`config.mk`:
```
export PLATFORM = sky130hd
export DESIGN_NAME = stream_requant
export DESIGN_NICKNAME = d
export VERILOG_FILES = /design/src/rtl/sreq_pkg.sv /design/src/rtl/sreq_round.sv /design/src/rtl/sreq_narrow.sv /design/src/rtl/stream_requant.sv
export SDC_FILE = /design/constraint.sdc
export NUM_CORES = 1
export LEC_CHECK = 0
export ABC_AREA = 0
export BUFFER_PORTS_ARGS = -buffer_cell sky130_fd_sc_hd__buf_2
export CAP_MARGIN = 20
export CORE_MARGIN = 3
export CORE_UTILIZATION = 53
export CTS_CLUSTER_DIAMETER = 80
export CTS_CLUSTER_SIZE = 25
export DETAILED_ROUTE_END_ITERATION = 7
export PLACE_DENSITY = 0.86
export SYNTH_ARGS = -nofsm -noshare
export SYNTH_HDL_FRONTEND = slang
export SYNTH_HIERARCHICAL = 1
export SYNTH_SLANG_ARGS = --single-unit
export TNS_END_PERCENT = 1
```
`constraint.sdc`:
```
create_clock -name clk -period 1.5 [get_ports clk]
set_input_delay 0 -clock clk [delete_from_list [all_inputs] [get_ports clk]]
set_output_delay 0 -clock clk [all_outputs]
set_load 0.05 [all_outputs]
```
`src/rtl/sreq_pkg.sv`:
```
package sreq_pkg;

    // Sideband flags that travel beside each sample
    typedef struct packed {
        logic valid;
        logic sop;
        logic eop;
    } sreq_ctrl_t;

    // Number of data lanes for a given complex setting
    function automatic int lane_count(bit cpx);
        return cpx ? 2 : 1;
    endfunction

endpackage

```
`src/rtl/sreq_round.sv`:
```
// Low-bit removal for one lane: adds a rounding bias (or none), drops DROP_W
// bits, and optionally saturates a positive overflow of the kept part.
module sreq_round #(
    parameter int IN_W      = 28,
    parameter int DROP_W    = 16,
    parameter bit ROUND_EN  = 1'b1,
    parameter bit ROUND_SAT = 1'b0,
    localparam int KEEP_W   = IN_W - DROP_W
) (
    input  logic [IN_W-1:0]   din,
    output logic [KEEP_W-1:0] dout
);

    generate
        if (DROP_W == 0) begin : g_pass
            assign dout = din;
        end else begin : g_drop
            localparam logic [IN_W:0] HALF_D = (IN_W+1)'(1) << (DROP_W - 1);
            localparam logic [KEEP_W-1:0] KEEP_MAX = {1'b0, {(KEEP_W-1){1'b1}}};

            logic [IN_W:0]   ext_d;
            logic [IN_W:0]   bias_d;
            logic [IN_W:0]   sum_d;
            logic [KEEP_W:0] kept_d;
            logic            ovf_d;

            always_comb begin
                ext_d  = {din[IN_W-1], din};
                bias_d = '0;
                if (ROUND_EN) begin
                    // half away from zero: negative values get just under half
                    bias_d = din[IN_W-1] ? (HALF_D - (IN_W+1)'(1)) : HALF_D;
                end
                sum_d  = ext_d + bias_d;
                kept_d = (KEEP_W+1)'(sum_d >> DROP_W);
                // only a positive value can leave the kept range
                ovf_d  = kept_d[KEEP_W] ^ kept_d[KEEP_W-1];
                if (ovf_d && ROUND_SAT) begin
                    dout = KEEP_MAX;
                end else begin
                    dout = kept_d[KEEP_W-1:0];
                end
            end
        end
    endgenerate

endmodule

```
`src/rtl/sreq_narrow.sv`:
```
// High-bit reduction for one lane: saturate (symmetric or not) or wrap.
module sreq_narrow #(
    parameter int KEEP_W   = 12,
    parameter int OUT_W    = 8,
    parameter bit HI_CLIP  = 1'b1,
    parameter bit CLIP_SYM = 1'b0
) (
    input  logic [KEEP_W-1:0] din,
    output logic [OUT_W-1:0]  dout
);

    localparam logic [OUT_W-1:0] POS_MAX  = {1'b0, {(OUT_W-1){1'b1}}};
    localparam logic [OUT_W-1:0] NEG_TRUE = {1'b1, {(OUT_W-1){1'b0}}};
    localparam logic [OUT_W-1:0] NEG_LIM  = CLIP_SYM ? (NEG_TRUE + OUT_W'(1)) : NEG_TRUE;

    logic             fits_d;
    logic [OUT_W-1:0] low_d;

    generate
        if (KEEP_W > OUT_W) begin : g_wide
            logic [KEEP_W-OUT_W:0] top_d;
            assign top_d  = din[KEEP_W-1:OUT_W-1];
            // in range when all discarded bits equal the new sign bit
            assign fits_d = (&top_d) | ~(|top_d);
        end else begin : g_same
            assign fits_d = 1'b1;
        end
    endgenerate

    assign low_d = din[OUT_W-1:0];

    always_comb begin
        dout = low_d;
        if (HI_CLIP) begin
            if (!fits_d) begin
                dout = din[KEEP_W-1] ? NEG_LIM : POS_MAX;
            end else if (low_d == NEG_TRUE) begin
                dout = NEG_LIM;
            end
        end
    end

endmodule

```
`src/rtl/stream_requant.sv`:
```
module stream_requant
    import sreq_pkg::*;
#(
    parameter int IN_W      = 28,
    parameter int DROP_W    = 16,
    parameter int OUT_W     = 8,
    parameter bit ROUND_EN  = 1'b1,
    parameter bit ROUND_SAT = 1'b0,
    parameter bit HI_CLIP   = 1'b1,
    parameter bit CLIP_SYM  = 1'b0,
    parameter bit COMPLEX   = 1'b1
) (
    input  logic             clk,
    input  logic             rst_n,
    input  logic             in_valid,
    input  logic             in_sop,
    input  logic             in_eop,
    input  logic [IN_W-1:0]  in_re,
    input  logic [IN_W-1:0]  in_im,
    output logic             out_valid,
    output logic             out_sop,
    output logic             out_eop,
    output logic [OUT_W-1:0] out_re,
    output logic [OUT_W-1:0] out_im
);

    localparam int KEEP_W = IN_W - DROP_W;
    localparam int NL     = lane_count(COMPLEX);
    localparam logic [OUT_W-1:0] NEG_CODE = {1'b1, {(OUT_W-1){1'b0}}};

    typedef struct packed {
        sreq_ctrl_t                   c1;   // after rounding stage
        logic [NL-1:0][KEEP_W-1:0]    mid;
        sreq_ctrl_t                   c2;   // after narrowing stage
        logic [NL-1:0][OUT_W-1:0]     res;
    } pipe_t;

    pipe_t st_d, st_q;

    logic [NL-1:0][IN_W-1:0]   lane_in;
    logic [NL-1:0][KEEP_W-1:0] lane_rnd;
    logic [NL-1:0][OUT_W-1:0]  lane_nar;

    assign lane_in[0] = in_re;
    generate
        if (NL == 2) begin : g_im_in
            assign lane_in[NL-1] = in_im;
        end
    endgenerate

    generate
        for (genvar l = 0; l < NL; l++) begin : g_lane
            sreq_round #(
                .IN_W     (IN_W),
                .DROP_W   (DROP_W),
                .ROUND_EN (ROUND_EN),
                .ROUND_SAT(ROUND_SAT)
            ) u_round (
                .din (lane_in[l]),
                .dout(lane_rnd[l])
            );

            sreq_narrow #(
                .KEEP_W  (KEEP_W),
                .OUT_W   (OUT_W),
                .HI_CLIP (HI_CLIP),
                .CLIP_SYM(CLIP_SYM)
            ) u_narrow (
                .din (st_q.mid[l]),
                .dout(lane_nar[l])
            );
        end
    endgenerate

    always_comb begin
        st_d          = st_q;
        st_d.c1.valid = in_valid;
        st_d.c1.sop   = in_sop;
        st_d.c1.eop   = in_eop;
        st_d.mid      = in_valid ? lane_rnd : '0;
        st_d.c2       = st_q.c1;
        st_d.res      = st_q.c1.valid ? lane_nar : '0;
    end

    always_ff @(posedge clk or negedge rst_n) begin
        if (!rst_n) begin
            st_q <= '0;
        end else begin
            st_q <= st_d;
        end
    end

    assign out_valid = st_q.c2.valid;
    assign out_sop   = st_q.c2.sop;
    assign out_eop   = st_q.c2.eop;
    assign out_re    = st_q.res[0];

    generate
        if (NL == 2) begin : g_im_out
            assign out_im = st_q.res[NL-1];
        end else begin : g_im_zero
            assign out_im = '0;
        end
    endgenerate

    // Cycles since reset release, saturating at 2; gates the delay checks
    logic [1:0] warm_q;
    always_ff @(posedge clk or negedge rst_n) begin
        if (!rst_n) begin
            warm_q <= 2'd0;
        end else if (warm_q != 2'd2) begin
            warm_q <= warm_q + 2'd1;
        end
    end

    // flags leave two edges after they enter
    a_r1_flag_delay: assert property (@(posedge clk) disable iff (!rst_n)
        (warm_q == 2'd2) |->
            ({out_valid, out_sop, out_eop} == $past({in_valid, in_sop, in_eop}, 2)));

    // idle cycles carry zero data
    a_r2_idle_zero: assert property (@(posedge clk) disable iff (!rst_n)
        !out_valid |-> ((out_re == '0) && (out_im == '0)));

    // symmetric clipping never emits the most negative code
    a_r8_sym_floor: assert property (@(posedge clk) disable iff (!rst_n)
        (HI_CLIP && CLIP_SYM && out_valid) |->
            ((out_re != NEG_CODE) && (out_im != NEG_CODE)));

    // saturated rounding keeps a non-negative input non-negative
    a_r6_sat_sign: assert property (@(posedge clk) disable iff (!rst_n)
        (ROUND_SAT && HI_CLIP && (warm_q == 2'd2) && out_valid) |->
            ($past(in_re[IN_W-1], 2) || !out_re[OUT_W-1]));

endmodule

```
==> run summary, run 1 <==
The run finished, with violations left. The final reports fail on setup timing. The most used flip-flop cell after synthesis is dfrtp_1.

The run gives 460 as the net total in the final layout. The placed instances occupy a cell area of 3520 um2. For this design the static power due to leakage is 1.73 nW.

The net count after synthesis was 386; the routed wire length was 5520 um. TritonCTS built the clock tree. The worst slew slack as a fraction of its limit came out at 71.1%.

In the final layout, the share of cells above drive strength 1 is 44.9%. The first-pass iteration count of the detailed router was 4. 80 I/O pins were placed. In this run the tool buffered the top-level ports with 79 buffer cells. The largest driver fanout on the critical path works out to 6.

The clock arrives with 0.00686 ns of skew. The slowest stage of the critical path belongs to the cell ha_1. For the final count of hold timing violations, the log shows 0. Cell area after synthesis: 3080 um2.

The logs give 0 for the max-cap check violation count and 5 for the TritonCTS buffer count. The count of nets left with antenna violations once routing finished came out at 0. The run gives 46 as the number of sinks handled by clock tree synthesis. For this run, the top clock speed supported by timing is 663 MHz.

For the number of antenna violations at the first check in global routing, the log shows 0. The area of the core region was 5570 um2. The run gives 1.69 ns as the arrival time reported for the critical path endpoint. The share of the Yosys chip area taken by registers is 37.4%.

Once the floorplan was initialized, standard cells occupied 55.2% of the core. The tools report the total die area as 6750 um2. The final max-slew violation count is 0. The signal on the critical path passes through buf_12, buf_12, ha_1, nand4_1, a21oi_2, o2111ai_4, a21oi_4, nand4_1, xnor2_1, and2_2. Summed over all layers, the global routing overflow is 0. The async set or reset register ratio after synthesis is 100%, and the antenna cell count is 0. The post-synthesis sequential element count came out at 46.

The worst hold path class was in2reg. The run gives 1.69 ns as the required time reported for the critical path endpoint. After detailed routing, the average wire length per cell comes to 12.5 um. Final critical path time including I/O delays and setup: 1.51 ns.

The tools report the final RePlAce weighted congestion as 0.804. For the final HPWL from detailed placement, the log shows 4250 um. CTS built an H-tree with a depth of 2. In this design, the stage delay of the slowest critical-path cell is 0.27 ns. Yosys mapped a number of flops with a built-in enable equal to 0. With fillers left out, the area of the finished cells amounts to 3850 um2. The critical path is of the in2reg type.

Setup violations remaining at the end of the flow were counted as 3. For the via count of the first global-routing pass, the log shows 2251. The standard-cell row count was 27; the maximum vdd ir drop was 0.000580 V.

The largest net degree at the start of global routing came out at 26. The tree is rooted in a clkbuf_8. The measured slew at the worst slew-check pin is 0.433 ns. Summing all flip-flop and latch instances after layout gives 1150 um2.

In the synthesized netlist, the number of instances is 295. The design draws 2.96 mW. The tools report the area of combinational cells with multiple inputs as 1910 um2. The average via count per standard cell came out at 5.28. For the filler cell count in the final layout, the log shows 396. The clock transition at the registers of the reported paths was 0.07 ns; the aggregate global-route resource usage was 18.0%. From left edge to right edge, the die measures 82.2 um. Critical path capture point type: a register. In the routed design, unresolved DRC markers number 0. Yosys printed 6 warnings. The run gives 69.2% as the utilization after layout. The first global-routing pass estimated 9600 um of wire. From synthesis to final layout, the design area changed by 25.3%. The worst setup path is launched from an input pin. The clock passes through at most 2 buffers. Detailed routing inserted a total of 2333 vias.

The number of DRC markers in iteration 0 came out at 58. The power per cell area is 767 nW/um2, and the final setup slack of the worst path is -0.00756 ns. Clock latency on the worst-skew pair, taken at its later pin, is 0.29 ns. Leaving out fill and tap cells, the most frequent cell in the layout is buf_2. The height of the die is 82.2 um. In the layout the commonest cells are 77 x buf_2, 46 x dfrtp_1, 22 x and2_2, 22 x nand4_1, 18 x and2_1. For the number of distinct library cells after synthesis, the log shows 28. Dividing the final minimum period by the clock period gives 101%.

Setup repair after global routing could not meet its margin everywhere. The average size of a mapped cell is 10.4 um2.
[layer usage]
layer / GRT usage (%) / wire length, um
met2: 33.1 / 2920
met5: 0 / 0
met3: 3.47 / 301
met4: 6.81 / 104
met1: 20.5 / 2190
[worst paths after layout]
| check | start | to | slack (ns) | cells past startpoint |
|---|---|---|---|---|
| max | in_im[27] | st_q[42] | -0.008 | 10 |
| min | in_im[22] | st_q[37] | 0.04 | 3 |
| max reg2reg | st_q[28] | out_re[5] | 0.22 | 3 |
| min reg2reg | st_d[17] | out_sop | 0.35 | 0 |
| max in group asynchronous | rst_n | out_re[5] | 0.79 | 3 |
| min in group asynchronous | rst_n | out_re[6] | 0.18 | 2 |
[registers in the layout, indices dropped and copies added, names as in the netlist]
signal	count
st_d	3
out_re	8
out_valid	1
out_im	8
out_eop	1
out_sop	1
st_q	24
[worst max-delay path, delay by kind of cell]
kind            cells  cell delay, ns
compound gates      3            0.64
xor+xnor            1            0.14
fa+ha+maj           1            0.27
buf+inv             2            0.25
simple gates        3            0.40
[synth_stat cells, types with 6 or more instances]
cell	instances	area, um2
nand4_1	22	138
ha_1	30	375
dfrtp_1	46	1150
buf_4	23	173
nor2_1	14	52.6
nand3_1	14	70.1
nand2_1	14	52.6
and2_1	18	113
xnor2_1	16	140
a21oi_1	16	80.1
a221oi_1	14	123
and2_2	24	180
buf_6	6	67.6
[where the power goes]
group          switching [mW]  total, mW  internal, mW
sequential             0.0645       1.38          1.32
combinational           0.467      0.846         0.379
clock                   0.356      0.726         0.371
total                   0.887       2.96          2.07
[per-stage QoR]
stage | hold slack, ns | instances | setup TNS, ns | worst slack [ns]
2_1_floorplan | -0.296 | 295 | -0.0401 | -0.0128
3_3_place_gp | -0.0386 | 426 | -9.02 | -0.443
3_5_place_dp | -0.0375 | 426 | -10.21 | -0.537
4_1_cts | 0.0203 | 442 | 0 | 0.0136
5_1_grt | 0.0474 | 442 | -1.19 | -0.129
6_report | 0.0391 | 442 | -0.0180 | -0.00756
[logic make-up after synthesis]
family,Yosys count,share of synthesized area (%)
and+or+nand+nor,118,23.8
DFF,46,37.4
buffers and inverters,35,8.54
adders and majority gates,30,12.2
AOI/OAI and AO/OA,46,12.4
xor gates and xnor gates,20,5.70
[area by class of cell]
type | count | area share, %
Multi-Input combinational cell | 216 | 49.6
Sequential cell | 46 | 29.9
Timing Repair Buffer | 96 | 15.4
Tap cell | 72 | 2.34
Clock buffer | 7 | 2.24
Inverter | 4 | 0.389
Clock inverter | 1 | 0.130
[repair_timing]
action / in CTS / in global routing
buffers inserted: 1 / 0
gates cloned: 3 / 0
endpoints found under the setup margin: 23 / 21
hold endpoints to repair: 23 / 0
gates resized for setup: 21 / 6
hold buffers: 4 / 0
pin swaps: 14 / 10
No activity file was read; power rests on OpenSTA's default activity.
==> inputs of run 2 (changes only) <==
- CORE_UTILIZATION: 53 -> 52
- SYNTH_HIERARCHICAL: 1 -> default
==> run 2 against run 1 <==
Against the previous run: the flow finishes with violations (hold timing); flip-flop and latch count unchanged; combinational power is 1% higher; die area is 6.2% lower; power increased by 4.7%; worst hold slack got worse by 0.040 ns; final cell count increased by 7.7%; core utilization grew 6.7 points; count of clock-buffer cells in the layout shrank 1; synthesized cell count is 2.7% lower; sequential share of layout area fell by 0.50 points; largest cell class unchanged.
==> run summary, run 2 <==
The power per cell area was 789 nW/um2 (was 767 nW/um2). The tools report the number of sinks handled by clock tree synthesis as 46 (unchanged). The async set or reset register ratio after synthesis was 100% (unchanged); the final max-slew violation count was 0 (unchanged). Failing checks: hold timing (was setup timing). The logs give 2820 um2 (was 3080 um2) for the cell area after synthesis and 0 (was 3) for the final setup violation count. The standard-cell row count is 26 (was 27), and the largest driver fanout on the critical path is 5 (was 6). The logs give 2 (unchanged) for the number of H-tree levels and 5 (unchanged) for the TritonCTS buffer count. The commonest non-fill, non-tap cell in the layout was buf_2 (unchanged). For the number of distinct library cells after synthesis, the log shows 39 (was 28). The reg-to-reg startpoint is st_q[27] (was st_q[28]). The number of enable-type register cells in the synthesized netlist was 0 (unchanged); the sequential fraction of the synthesis area was 40.9% (was 37.4%). The logs give 0 (unchanged) for the number of antenna violations at the first check in global routing and 0 (unchanged) for the antenna cell count.

The critical path start-end classification is in2reg (unchanged). Share of the synthesized area in the top cell type: 40.9% (was 37.4%). The leakage power total was 1.81 nW (was 1.73 nW); the final critical path time including I/O delays and setup was 1.43 ns (was 1.51 ns). The number of warnings reported in the yosys synthesis log is 0 (was 6). The routed wirelength normalized by instance count was 14.1 um (was 12.5 um). The count of input and output buffers is 79 (unchanged).

The average via count per standard cell was 5.40 (was 5.28); the filler cell count in the final layout was 328 (was 396). The register name with the most flops is st_q (unchanged). The final clock period utilization by the worst path was 95.6% (was 101%).

Cell type with the largest total area after synthesis: dfrtp_1 (unchanged). Setup repair after global routing could not meet its margin everywhere. The run gives 0 (unchanged) as the leftover overflow at the end of global routing. The die outline width came out at 79.6 um (was 82.2 um). For the max-cap check violation count, the log shows 0 (unchanged). The post-synthesis sequential element count was 46 (unchanged); the routed wire length was 6700 um (was 5520 um). For the number of buffers on the longest clock path, the log shows 2 (unchanged). The cell count after synthesis is 287 (was 295), and the detailed-route via count is 2569 (was 2333).

The count of unresolved DRC violations after routing was 0 (unchanged). The flow ran to the end, but the final reports show violations. Number of flip-flops in the largest register: 24 (unchanged).

The measured slew at the worst slew-check pin is 0.459 ns (was 0.433 ns). Biggest area contributors in the synthesized netlist: dfrtp_1 41%, ha_1 13%, mux2i_1 7.5% (was dfrtp_1 37%, ha_1 12%, and2_2 5.9%). The final RePlAce weighted congestion came out at 0.867 (was 0.804). The worst hold margin is -0.00101 ns (was 0.0391 ns). The height of the die is 79.6 um (was 82.2 um). Top cell types by occurrence after synthesis: 46 x dfrtp_1, 38 x nand2_1, 33 x a21oi_1 (was 46 x dfrtp_1, 30 x ha_1, 24 x and2_2).

The run gives 1.64 ns (was 1.69 ns) as the arrival time reported for the critical path endpoint. Final antenna-violating net count: 0 (unchanged). The run gives 5 (was 4) as the first-pass iteration count of the detailed router. The maximum vdd ir drop was 0.000546 V (was 0.000580 V); the maximum clock frequency was 697 MHz (was 663 MHz).

The layout overhead on the synthesized area was 39.3% (was 25.3%). Top library cells by usage in the layout, fill and taps aside: 78 x buf_2, 46 x dfrtp_1, 37 x nand2_1 (was 77 x buf_2, 46 x dfrtp_1, 22 x and2_2, 22 x nand4_1, 18 x and2_1). The run gives 0.36 ns (was 0.22 ns) as the slack of the worst reg-to-reg path.

The net total in the final layout is 497 (was 460). The run gives 2412 (was 2251) as the via count of the first global-routing pass. The worst reg2reg path endpoint was out_re[5] (unchanged). Number of DRC markers in iteration 0: 224 (was 58). The run gives 23 (was 26) as the largest net degree at the start of global routing.

Master cell of the clock root buffer: clkbuf_8 (unchanged). The aggregate global-route resource usage is 19.7% (was 18.0%). The average size of a mapped cell came out at 9.81 um2 (was 10.4 um2). Startpoint of the lowest-slack hold path: in_im[27] (was in_im[22]).

The run gives 4500 um (was 4250 um) as the final HPWL from detailed placement. Critical path capture point type: a register (unchanged). Launching element type of the critical path: an input pin (unchanged). Starting density of the core: 54.4% (was 55.2%). The worst clock skew came out at 0.0106 ns (was 0.00686 ns). The clock transition at the registers of the reported paths is 0.08 ns (was 0.07 ns). The run gives 10200 um (was 9600 um) as the global-route wire length before repair. The hold path endpoint is st_q[42] (was st_q[37]). Share of layout cells above drive strength 1: 33.7% (was 44.9%). Worst slew slack as a fraction of its limit: 69.3% (was 71.1%). The run gives 378 (was 386) as the net count after synthesis. The most used flip-flop cell after synthesis was dfrtp_1 (unchanged). The number of ports placed on the die boundary is 80 (unchanged). For the insertion delay of the later-clocked pin in the worst-skew pair, the log shows 0.29 ns (about the same). For the required time reported for the critical path endpoint, the log shows 1.71 ns (was 1.69 ns). The worst hold path class is in2reg (unchanged). For the final count of hold timing violations, the log shows 1 (was 0).

The area of the core region is 5170 um2 (was 5570 um2), and the total die area is 6330 um2 (was 6750 um2). Most used standard cell by instance count after synthesis: dfrtp_1 (unchanged). The instance count along the most critical hold path works out to 3 (unchanged).

The worst reg-to-reg path cell count was 3 (unchanged). TritonCTS built the clock tree. For the utilization after layout, the log shows 75.8% (was 69.2%).
-- run 2: cell count changes after synthesis, sizes merged, moves of 16 or more --
cell / delta
buf: -24
mux2i: +21
and2: -40
nand2: +24
o21a: +16
xnor2: -16
nand2b: +20
-- run 2: stage by stage --
stage | std cells | setup WS (ns) | setup TNS [ns] | power [mW] | cell area (um2)
6_report | 476 | 0.0656 | 0 | 3.10 | 3920
3_3_place_gp | 445 | -0.279 | -5.38 | 2.06 | 3410
4_1_cts | 473 | -0.0215 | -0.0270 | 3.03 | 3740
5_1_grt | 476 | -0.0211 | -0.0899 | 3.28 | 3920
3_5_place_dp | 445 | -0.403 | -7.33 | 2.09 | 3410
2_1_floorplan | 287 | 0.0381 | 0 | 1.81 | 2820
-- run 2: cells by family after synthesis --
family | Yosys count | share of synthesized area [%]
adder cells (fa/ha/maj) | 30 | 13.3
AO/OA/AOI/OAI | 73 | 16.9
flip-flops | 46 | 40.9
buffers and inverters | 18 | 2.89
AND/OR/NAND/NOR | 99 | 18.5
multiplexers | 21 | 7.47
-- run 2: routing by layer --
layer / share of wire (%) / global-route usage [%] / vias up
met5: 0 / 0 / -
met4: 3.1 / 9.45 / 0
met3: 4.4 / 2.93 / 24
met2: 52 / 33.2 / 89
met1: 41 / 24.5 / 1177
li1: - / - / 1279
-- run 2: how the worst max path moves through the flow --
stage              start  endpoint  slack [ns]
2_1_floorplan  in_im[27]  st_q[40]        0.04
3_3_place_gp   in_im[27]  st_q[40]       -0.28
3_5_place_dp   in_im[27]  st_q[42]       -0.40
4_1_cts        in_re[27]  st_q[23]       -0.02
5_1_grt        in_re[27]  st_q[29]       -0.02
6_report       in_re[19]  st_q[29]        0.07
-- run 2: worst max-delay path, cell delays in order --
cell	delay (ns)
dlygate4sd3_1	0.52
buf_2	0.15
and4_4	0.25
and3_2	0.23
nand4_1	0.11
a21oi_1	0.16
mux2i_1	0.23
-- run 2: where the power goes --
part / internal [mW] / total, mW / switching (mW)
registers: 1.32 / 1.34 / 0.0253
clock network: 0.532 / 0.895 / 0.363
logic: 0.350 / 0.856 / 0.506
total: 2.20 / 3.10 / 0.894
-- run 2: what timing repair did --
| action | 4_1_cts | 5_1_grt |
|---|---|---|
| cloned | 0 | 2 |
| endpoints found under the setup margin | 13 | 24 |
| gates resized for setup | 3 | 36 |
| hold buffers | 21 | 0 |
| pin swaps | 0 | 7 |
| setup buffers | 0 | 1 |
| hold endpoints to repair | 40 | 0 |
-- run 2: final cells by class --
type	instances	area (um2)	share of cell area, %
flip-flops and latches	46	1150	29.4
well taps	70	87.6	2.23
inverters	8	30.0	0.766
clock buffers	6	82.6	2.11
multi-input cells	223	1730	44.1
repair buffers	122	810	20.6
clock inverters	1	30.0	0.766
